[src/rtl/fmul_pkg.sv]
package fmul_pkg;
  localparam int EXP_W   = 8;
  localparam int MAN_W   = 23;
  localparam int WORD_W  = 1 + EXP_W + MAN_W;
  localparam int SIG_W   = MAN_W + 1;
  localparam int PROD_W  = 2 * SIG_W;
  localparam int XW      = EXP_W + 2;            // signed exponent headroom
  localparam int BIAS    = (1 << (EXP_W - 1)) - 1;
  localparam int EXP_MAX = (1 << EXP_W) - 1;

  typedef enum logic [2:0] {
    CLS_NUM,
    CLS_ZERO,
    CLS_INF,
    CLS_NAN,
    CLS_INVALID
  } cls_e;

  typedef struct packed {
    logic            sign;
    cls_e            cls;
    logic [XW-1:0]   exp_sum;  // two's complement, bias already removed
    logic [PROD_W-1:0] prod;
  } mid_t;

  function automatic logic [WORD_W-1:0] canon_nan();
    return {1'b0, {EXP_W{1'b1}}, 1'b1, {(MAN_W-1){1'b0}}};
  endfunction
endpackage

[src/rtl/fmul_unpack.sv]
module fmul_unpack
  import fmul_pkg::*;
(
  input  logic [WORD_W-1:0] word,
  output logic              sign,
  output logic [EXP_W-1:0]  exp,
  output logic [SIG_W-1:0]  sig,
  output logic              is_zero,
  output logic              is_inf,
  output logic              is_nan
);
  logic [MAN_W-1:0] frac;

  assign sign    = word[WORD_W-1];
  assign exp     = word[WORD_W-2 -: EXP_W];
  assign frac    = word[MAN_W-1:0];
  assign sig     = {1'b1, frac};
  // subnormal encodings are flushed: any zero exponent counts as zero
  assign is_zero = (exp == '0);
  assign is_inf  = (&exp) && (frac == '0);
  assign is_nan  = (&exp) && (frac != '0);
endmodule

[src/rtl/fmul_round.sv]
module fmul_round
  import fmul_pkg::*;
(
  input  mid_t              mid,
  output logic [WORD_W-1:0] res,
  output logic              ovf,
  output logic              unf,
  output logic              inv
);
  logic              hi;
  logic [PROD_W-2:0] norm;
  logic [MAN_W-1:0]  man;
  logic              g_bit, r_bit, s_bit, inc;
  logic [MAN_W:0]    rnd;
  logic [XW-1:0]     exp_f;
  logic              ovf_c, unf_c;

  always_comb begin
    hi    = mid.prod[PROD_W-1];
    // single-step normalisation: product lies in [1,4)
    norm  = hi ? mid.prod[PROD_W-2:0] : {mid.prod[PROD_W-3:0], 1'b0};
    man   = norm[PROD_W-2 -: MAN_W];
    g_bit = norm[PROD_W-2-MAN_W];
    r_bit = norm[PROD_W-3-MAN_W];
    s_bit = |norm[PROD_W-4-MAN_W:0];
    inc   = g_bit & (r_bit | s_bit | man[0]);
    rnd   = {1'b0, man} + (MAN_W+1)'(inc);
    exp_f = mid.exp_sum + XW'(hi) + XW'(rnd[MAN_W]);
    ovf_c = !exp_f[XW-1] && (exp_f >= XW'(EXP_MAX));
    unf_c = exp_f[XW-1] || (exp_f == '0);

    res = '0;
    ovf = 1'b0;
    unf = 1'b0;
    inv = 1'b0;
    unique case (mid.cls)
      CLS_NAN:     res = canon_nan();
      CLS_INVALID: begin
        res = canon_nan();
        inv = 1'b1;
      end
      CLS_INF:     res = {mid.sign, {EXP_W{1'b1}}, {MAN_W{1'b0}}};
      CLS_ZERO:    res = {mid.sign, {(WORD_W-1){1'b0}}};
      default: begin
        if (ovf_c) begin
          res = {mid.sign, {EXP_W{1'b1}}, {MAN_W{1'b0}}};
          ovf = 1'b1;
        end else if (unf_c) begin
          res = {mid.sign, {(WORD_W-1){1'b0}}};
          unf = 1'b1;
        end else begin
          res = {mid.sign, exp_f[EXP_W-1:0], rnd[MAN_W-1:0]};
        end
      end
    endcase
  end
endmodule

[src/rtl/sp_fmul.sv]
module sp_fmul
  import fmul_pkg::*;
#(
  parameter bit REG_MID = 1'b1
) (
  input  logic              clk,
  input  logic              rst_n,
  input  logic              in_valid,
  input  logic [WORD_W-1:0] op_a,
  input  logic [WORD_W-1:0] op_b,
  output logic              out_valid,
  output logic [WORD_W-1:0] result,
  output logic              flag_ovf,
  output logic              flag_unf,
  output logic              flag_inv
);
  logic [1:0][WORD_W-1:0] ops;
  logic [1:0]             u_sign, u_zero, u_inf, u_nan;
  logic [1:0][EXP_W-1:0]  u_exp;
  logic [1:0][SIG_W-1:0]  u_sig;

  assign ops = {op_b, op_a};

  for (genvar gi = 0; gi < 2; gi++) begin : g_unp
    fmul_unpack u_unp (
      .word    (ops[gi]),
      .sign    (u_sign[gi]),
      .exp     (u_exp[gi]),
      .sig     (u_sig[gi]),
      .is_zero (u_zero[gi]),
      .is_inf  (u_inf[gi]),
      .is_nan  (u_nan[gi])
    );
  end

  // classify and multiply
  mid_t mid_d;
  always_comb begin
    mid_d.sign = ^u_sign;
    if (|u_nan)
      mid_d.cls = CLS_NAN;
    else if ((u_inf[0] & u_zero[1]) | (u_inf[1] & u_zero[0]))
      mid_d.cls = CLS_INVALID;
    else if (|u_inf)
      mid_d.cls = CLS_INF;
    else if (|u_zero)
      mid_d.cls = CLS_ZERO;
    else
      mid_d.cls = CLS_NUM;
    mid_d.exp_sum = XW'(u_exp[0]) + XW'(u_exp[1]) - XW'(BIAS);
    mid_d.prod    = PROD_W'(u_sig[0]) * PROD_W'(u_sig[1]);
  end

  // optional register between multiply and rounding
  mid_t mid_q;
  logic mid_vld;

  if (REG_MID) begin : g_mid_reg
    logic mid_vld_nxt;
    mid_t mid_nxt;
    always_comb begin
      mid_vld_nxt = in_valid;
      mid_nxt     = in_valid ? mid_d : mid_q;
    end
    always_ff @(posedge clk or negedge rst_n) begin
      if (!rst_n) mid_vld <= 1'b0;
      else        mid_vld <= mid_vld_nxt;
    end
    always_ff @(posedge clk) begin
      if (in_valid) mid_q <= mid_nxt;
    end
  end else begin : g_mid_wire
    assign mid_q   = mid_d;
    assign mid_vld = in_valid;
  end

  // normalise, round, pack
  logic [WORD_W-1:0] res_d;
  logic              ovf_d, unf_d, inv_d;

  fmul_round u_rnd (
    .mid (mid_q),
    .res (res_d),
    .ovf (ovf_d),
    .unf (unf_d),
    .inv (inv_d)
  );

  // output register
  logic              out_vld_nxt;
  logic [WORD_W-1:0] res_nxt;
  logic [2:0]        flg_nxt;

  always_comb begin
    out_vld_nxt = mid_vld;
    res_nxt     = mid_vld ? res_d : result;
    flg_nxt     = mid_vld ? {ovf_d, unf_d, inv_d} : {flag_ovf, flag_unf, flag_inv};
  end

  always_ff @(posedge clk or negedge rst_n) begin
    if (!rst_n) out_valid <= 1'b0;
    else        out_valid <= out_vld_nxt;
  end

  always_ff @(posedge clk) begin
    if (mid_vld) begin
      result                         <= res_nxt;
      {flag_ovf, flag_unf, flag_inv} <= flg_nxt;
    end
  end
endmodule

[config.mk]
export PLATFORM = sky130hd
export DESIGN_NAME = sp_fmul
export DESIGN_NICKNAME = d
export VERILOG_FILES = /design/src/rtl/fmul_pkg.sv /design/src/rtl/fmul_unpack.sv /design/src/rtl/fmul_round.sv /design/src/rtl/sp_fmul.sv
export SDC_FILE = /design/constraint.sdc
export NUM_CORES = 2
export LEC_CHECK = 0
export CORE_MARGIN = 3
export CORE_UTILIZATION = 30
export CTS_CLUSTER_SIZE = 12
export DETAILED_ROUTE_END_ITERATION = 10
export PLACE_DENSITY_LB_ADDON = 0.08
export SLEW_MARGIN = 20
export SYNTH_ARGS = -nofsm -noshare
export SYNTH_HDL_FRONTEND = slang
export SYNTH_SLANG_ARGS = --single-unit
export TNS_END_PERCENT = 100
[constraint.sdc]
create_clock -name clk -period 7.8 [get_ports clk]
set_input_delay 1.95 -clock clk [delete_from_list [all_inputs] [get_ports clk]]
set_output_delay 1.95 -clock clk [all_outputs]
set_load 0.005 [all_outputs]
After elaboration in Yosys (flattened, before gate mapping)
Cells that the tools add are included.
{"block": "totals", "regBits": 99, "output_inout_bits": 36, "word_cells": 61}
{"block": "classes", "add_sub_neg": 5, "mul": 1, "n_lt_le_gt_ge": 1, "n_eq_ne": 4, "muxes": 10, "bitwise": 6, "n_reduce_logical": 24}
{"cell": "32-bit case mux with 3 select lines", "n": 1}
{"cell": "31-bit two-way mux", "n": 2}
{"cell": "24-bit by 24-bit multiplier with 48-bit output", "n": 1}
{"cell": "47-bit two-way mux", "n": 1}
{"cell": "23-bit logical NOT", "n": 2}
{"cell": "23-bit nonzero test", "n": 2}
{"cell": "23-bit by 1-bit adder with 24-bit output", "n": 1}
{"cell": "22-bit OR reduction", "n": 1}
{"cell": "10-bit by 1-bit adder with 10-bit output", "n": 2}
{"cell": "8-bit logical NOT", "n": 2}
{"cell": "8-bit AND reduction", "n": 2}
{"cell": "10-bit by 8-bit greater-or-equal comparator with 1-bit output, second input constant", "n": 1}
{"cell": "10-bit logical NOT", "n": 1}
{"cell": "9-bit by 7-bit subtractor with 10-bit output, second input constant", "n": 1}
{"cell": "8-bit by 8-bit adder with 9-bit output", "n": 1}
{"cell": "2-bit OR reduction", "n": 4}
{"cell": "3-bit by 2-bit == test with 1-bit output, second input constant", "n": 2}
{"cell": "1-bit logical AND", "n": 5}
{"cell": "5-bit OR reduction", "n": 1}
{"cell": "1-bit two-way mux", "n": 4}
{"cell": "4-bit OR reduction", "n": 1}
{"cell": "1-bit AND", "n": 3}
{"cell": "3-bit by 1-bit == test with 1-bit output, second input constant", "n": 1}
{"cell": "3-bit == test, second input constant", "n": 1}
{"cell": "other kinds (6)", "n": 8}

Depth between registers and ports, before layout
{"block": "depth", "word_depth": 12, "depth_mapped": 27, "ltp_nobuf": 25}

Cells and area by module
Synthesis repeated with hierarchy kept, for this count alone.
{"block": "hier_totals", "hier_cells": 2683, "area_unflattened_um2": 24832.6}
{"module": "sp_fmul", "instances": 1, "cells_each": 2324, "area_per_inst_um2": 22372.7}
{"module": "fmul_round", "instances": 1, "cells_each": 259, "area_per_inst_um2": 1759.2}
{"module": "fmul_unpack", "instances": 2, "cells_each": 50, "area_per_inst_um2": 350.3}

Worst setup path before layout
Ideal clock, no wire load.
{"block": "synth_timing", "kind": "in2reg", "from": "in op_b[3]", "to": "reg mid_q[46] in the netlist's numbering (data pin)", "setup_time_ps": 258, "t_arrival_ps": 8089, "path_slack_ps": -547, "stages": 26, "n_path_buf": 1, "path_cell_list": "clkbuf_1 nand2_1 fa_1 inv_1 fa_1 inv_1 fa_1 inv_1 fa_1 inv_1 fa_1 inv_1 fa_1 inv_1 fa_1 inv_1 ha_1 nand4_1 nor3_2 nand2_1 a31o_2 and3_1 o41a_1 nor3_2 a31oi_1 xnor2_1"}
{"element": "start: declaration", "line": "sp_fmul.sv:10", "source": "input logic [WORD_W-1:0] op_b,"}
{"element": "end signal: assignment", "line": "sp_fmul.sv:70", "source": "if (in_valid) mid_q <= mid_nxt;"}
{"element": "end: declaration", "line": "sp_fmul.sv:55", "source": "mid_t mid_q;"}

==> summary.md <==
| Metric | Value |
|---|---|
| IO Port Bufs | 102 |
| Worst R2R End | result[13]$_DFFE_PP_ |
| CP endpoint | mid_q[46]$_DFFE_PP_ |
| Final hold vios | 0 |
| Crit start category | primary input |
| GPL Wtd Cong | approximately 0.86 |
| CTS Sinks | 99 |
| CTS tree | yes |
| CP Class | in2reg |
| # diodes | 0 |
| Path depth of the worst reg2reg path | 23 |
| Clock transition at path regs | roughly 0.070 ns |
| DP HPWL | 64.0 mm |
| Vias in the first global route | approximately 21000 |
| GRT Total Usage | between 20% and 30% |
| Setup ws final | -0.329 ns |
| RSZ-0062 raised after global routing | yes |
| Compound-Gate Fraction of Synth Area | roughly 5.4% |
| Max Freq | 0.123 GHz |
| Min-Delay Path Class | reg2reg |
| Post-route minimum period | roughly 8.1 ns |
| Area leader, netlist | fa_1 |
| Latest clock arrival within the worst-skew pair | 0.36 ns |
| Num rows | between 100 and 150 |
| Most common cell in the netlist | inv_1 |
| Ys flop type | edfxtp_1 |
| Cell Chain, Critical Path | buf_4 > bufbuf_16 > and2_1 > fa_2 > fa_1 > inv_2 > fa_2 > fa_2 > inv_2 > fa_2 > fa_1 > inv_2 > fa_1 > inv_2 > ha_4 > nand4_1 > nor3_2 > nand2_1 > a31o_4 > and3_4 > o41a_1 > nor3_2 > a31oi_1 > xnor2_1 |
| DP Worst Slack | -1.31 ns |
| Syn_area_per_cell | a little over 9 µm² |
| H-tree depth | 3 |
| DR vias | 18800 |
| Antenna-violating nets left | 0 |
| R2R Path Start | mid_q[47]$_DFFE_PP_ |
| Count of pins over their slew limit | 0 |
| Status | finished, violations left |
| Largest net degree at the start of global routing | between 60 and 70 |
| CP bufs+invs | 6 |
| Netlist Area Pre-Place | 0.0239 mm² |
| Crit. Startpoint | op_a[12] |
| Area share of the largest cell type after synthesis | 40.5% |
| Syn_nets | 3319 |
| Layout cells sized above 1 | roughly a quarter |
| Hold Worst Slack | roughly 0.54 ns |
| Initial antenna violation count | 0 |
| Failing checks | negative setup slack |
| Top cells by area, synth | fa_1, edfxtp_1, ha_1 |
| Die area | 0.0832 mm² |
| Area share of fa/ha/maj cells after synthesis | about half |
| Tcrit/Tclk final | 104% |
| Slew HR | 42.2% |
| Slew at the pin with the worst max-slew slack | roughly 0.86 ns |
| WL per Instance | 20.5 µm |
| Total core area | 0.0782 mm² |
| Total grt overflow | 0 |
| Post-Syn Instances | ~2600 |
| Reg2Reg Setup Slack | ~1.4 ns |
| Yosys reg bits | 99 |
| # nets final | 3764 |
| Area Growth Syn to Fin | 32.7% |
| Post-synthesis sequential area ratio | roughly 12% |
| DRC Markers | 0 |
| CTS Root Cell | clkbuf_16 |
| CP max stage cell | fa_2 |
| Post-Synth Simple-Gate Area | 16.5% |
| CP Max Fanout | 5 |
| Total CTS buffers | 9 |
| Delay-heaviest family, CP | adder cells |
| Number of flops mapped to enable cells by yosys | 97 |
| FFs w/ async S/R, synth | about 2.0% |
| First-pass GRT wire length | 128 mm |
| Vias per cell | 4.63 |
| Largest stage delay, worst path | 0.58 ns |
| Clock Skews | 0.00753 ns |
| Crit path depth | 24 |
| Critical Path RT | 7.91 ns |
| First drt pass iteration count | 5 |
| Netlist cell types | 65 |
| Clock Path Buffers | 2 |
| Max cap viols | 0 |
| Die Ht | 288 µm |
| Endpoints failing setup | 12 |
| I/O pin cnt | 103 |
| Crit. End Element | flop |
| Die width | 288 µm |
| Main combinational cell family by area after synthesis | adder cells |
| XOR/XNOR Fraction of Synth Area | around 3.4% |
| Synth cell count leaders | inv_1, fa_1, nand2_1 |
| Initial DRC count | approximately 960 |
| Ys Warns | 0 |
| Post-synthesis mux area share | less than 1% |
| WL final | between 80 and 90 mm |
| Worst endpoint data arrival time | 8.24 ns |
| Starting Density | between 30 and 40% |
cell usage in the layout (no fill, tap or decap), types with 30 or more instances in the layout:
| master | Yosys | routed |
|---|---|---|
| inv_1 | 591 | 542 |
| fa_1 | 484 | 442 |
| buf_4 | 1 | 341 |
| nand2_1 | 316 | 301 |
| and2_1 | 246 | 216 |
| ha_1 | 191 | 167 |
| edfxtp_1 | 97 | 97 |
| nor2_1 | 96 | 92 |
| xnor2_1 | 60 | 56 |
| clkdlybuf4s50_1 | 0 | 56 |
| buf_12 | 0 | 55 |
| inv_2 | 0 | 43 |
| a21oi_1 | 55 | 43 |
| fa_2 | 0 | 42 |
| buf_6 | 1 | 41 |
| a21o_1 | 35 | 35 |
| xor2_1 | 34 | 33 |
| nand3_1 | 31 | 31 |
| and2_4 | 0 | 30 |
how the worst min path moves through the flow:
stage	startpoint	end	slack, ns	cells past startpoint
after floorplan	mid_q[61]$_DFFE_PP_	result[31]$_DFFE_PP_	0.50	1
after global placement	mid_q[61]$_DFFE_PP_	result[31]$_DFFE_PP_	0.51	1
after detailed placement	mid_q[61]$_DFFE_PP_	result[31]$_DFFE_PP_	0.53	1
after CTS	mid_q[61]$_DFFE_PP_	result[31]$_DFFE_PP_	0.54	1
after global routing	mid_q[61]$_DFFE_PP_	result[31]$_DFFE_PP_	0.59	1
final	mid_q[61]$_DFFE_PP_	result[31]$_DFFE_PP_	0.54	1
repair_timing:
action,4_1_cts,5_1_grt
pin swaps,125,41
buffers inserted,105,2
resized for setup,420,43
setup endpoints to repair,30,26
cloned,30,0
hold buffers,0,0
metrics by stage:
| step | TNS [ns] | util (%) | area [µm²] | std cells |
|---|---|---|---|---|
| 2_1_floorplan | -0.318 | - | 24400 | 2577 |
| 3_3_place_gp | -27.17 | 36.9 | 28800 | 3916 |
| 3_5_place_dp | -27.44 | 36.9 | 28800 | 3916 |
| 4_1_cts | -2.36 | 40.4 | 31600 | 4066 |
| 5_1_grt | -5.31 | 40.6 | 31700 | 4067 |
| 6_report | -2.61 | 40.6 | 31700 | 4067 |
cell families (layout without fill, tap and decap cells):
family                   count (synthesis)  in the layout
multiplexers                            13             13
flip-flops                              99             99
adder cells (fa/ha/maj)                675            675
AND/OR/NAND/NOR                        788            788
XOR/XNOR                                94             94
AO/OA/AOI/OAI                          197            197
buffers and inverters                  711           1161
flip-flops by register name, summed over array words and instances (netlist names):
register and flops:
flag_unf 1, flag_inv 1, mid_q 62, result 32
out_valid 1, mid_vld 1, flag_ovf 1
per-layer routing:
| metal | track usage (%) | part of all wire [%] | vias up |
|---|---|---|---|
| li1 | - | - | 8704 |
| met1 | 28.6 | 46 | 9618 |
| met2 | 34.3 | 47 | 412 |
| met3 | 1.22 | 3.7 | 96 |
| met4 | 6.59 | 3.4 | 0 |
| met5 | 0 | 0 | - |
layout make-up:
| cell class | count | area (µm²) |
|---|---|---|
| Clock inverter | 7 | 62.6 |
| Fill cell | 7855 | 46500 |
| Clock buffer | 9 | 225 |
| Inverter | 594 | 2270 |
| Multi-Input combinational cell | 1767 | 19100 |
| Timing Repair Buffer | 551 | 5810 |
| Tap cell | 1040 | 1300 |
| Sequential cell | 99 | 2960 |
Power is not shown: default switching activity piles up to over one toggle a cycle in this logic, so the estimate is an artifact.
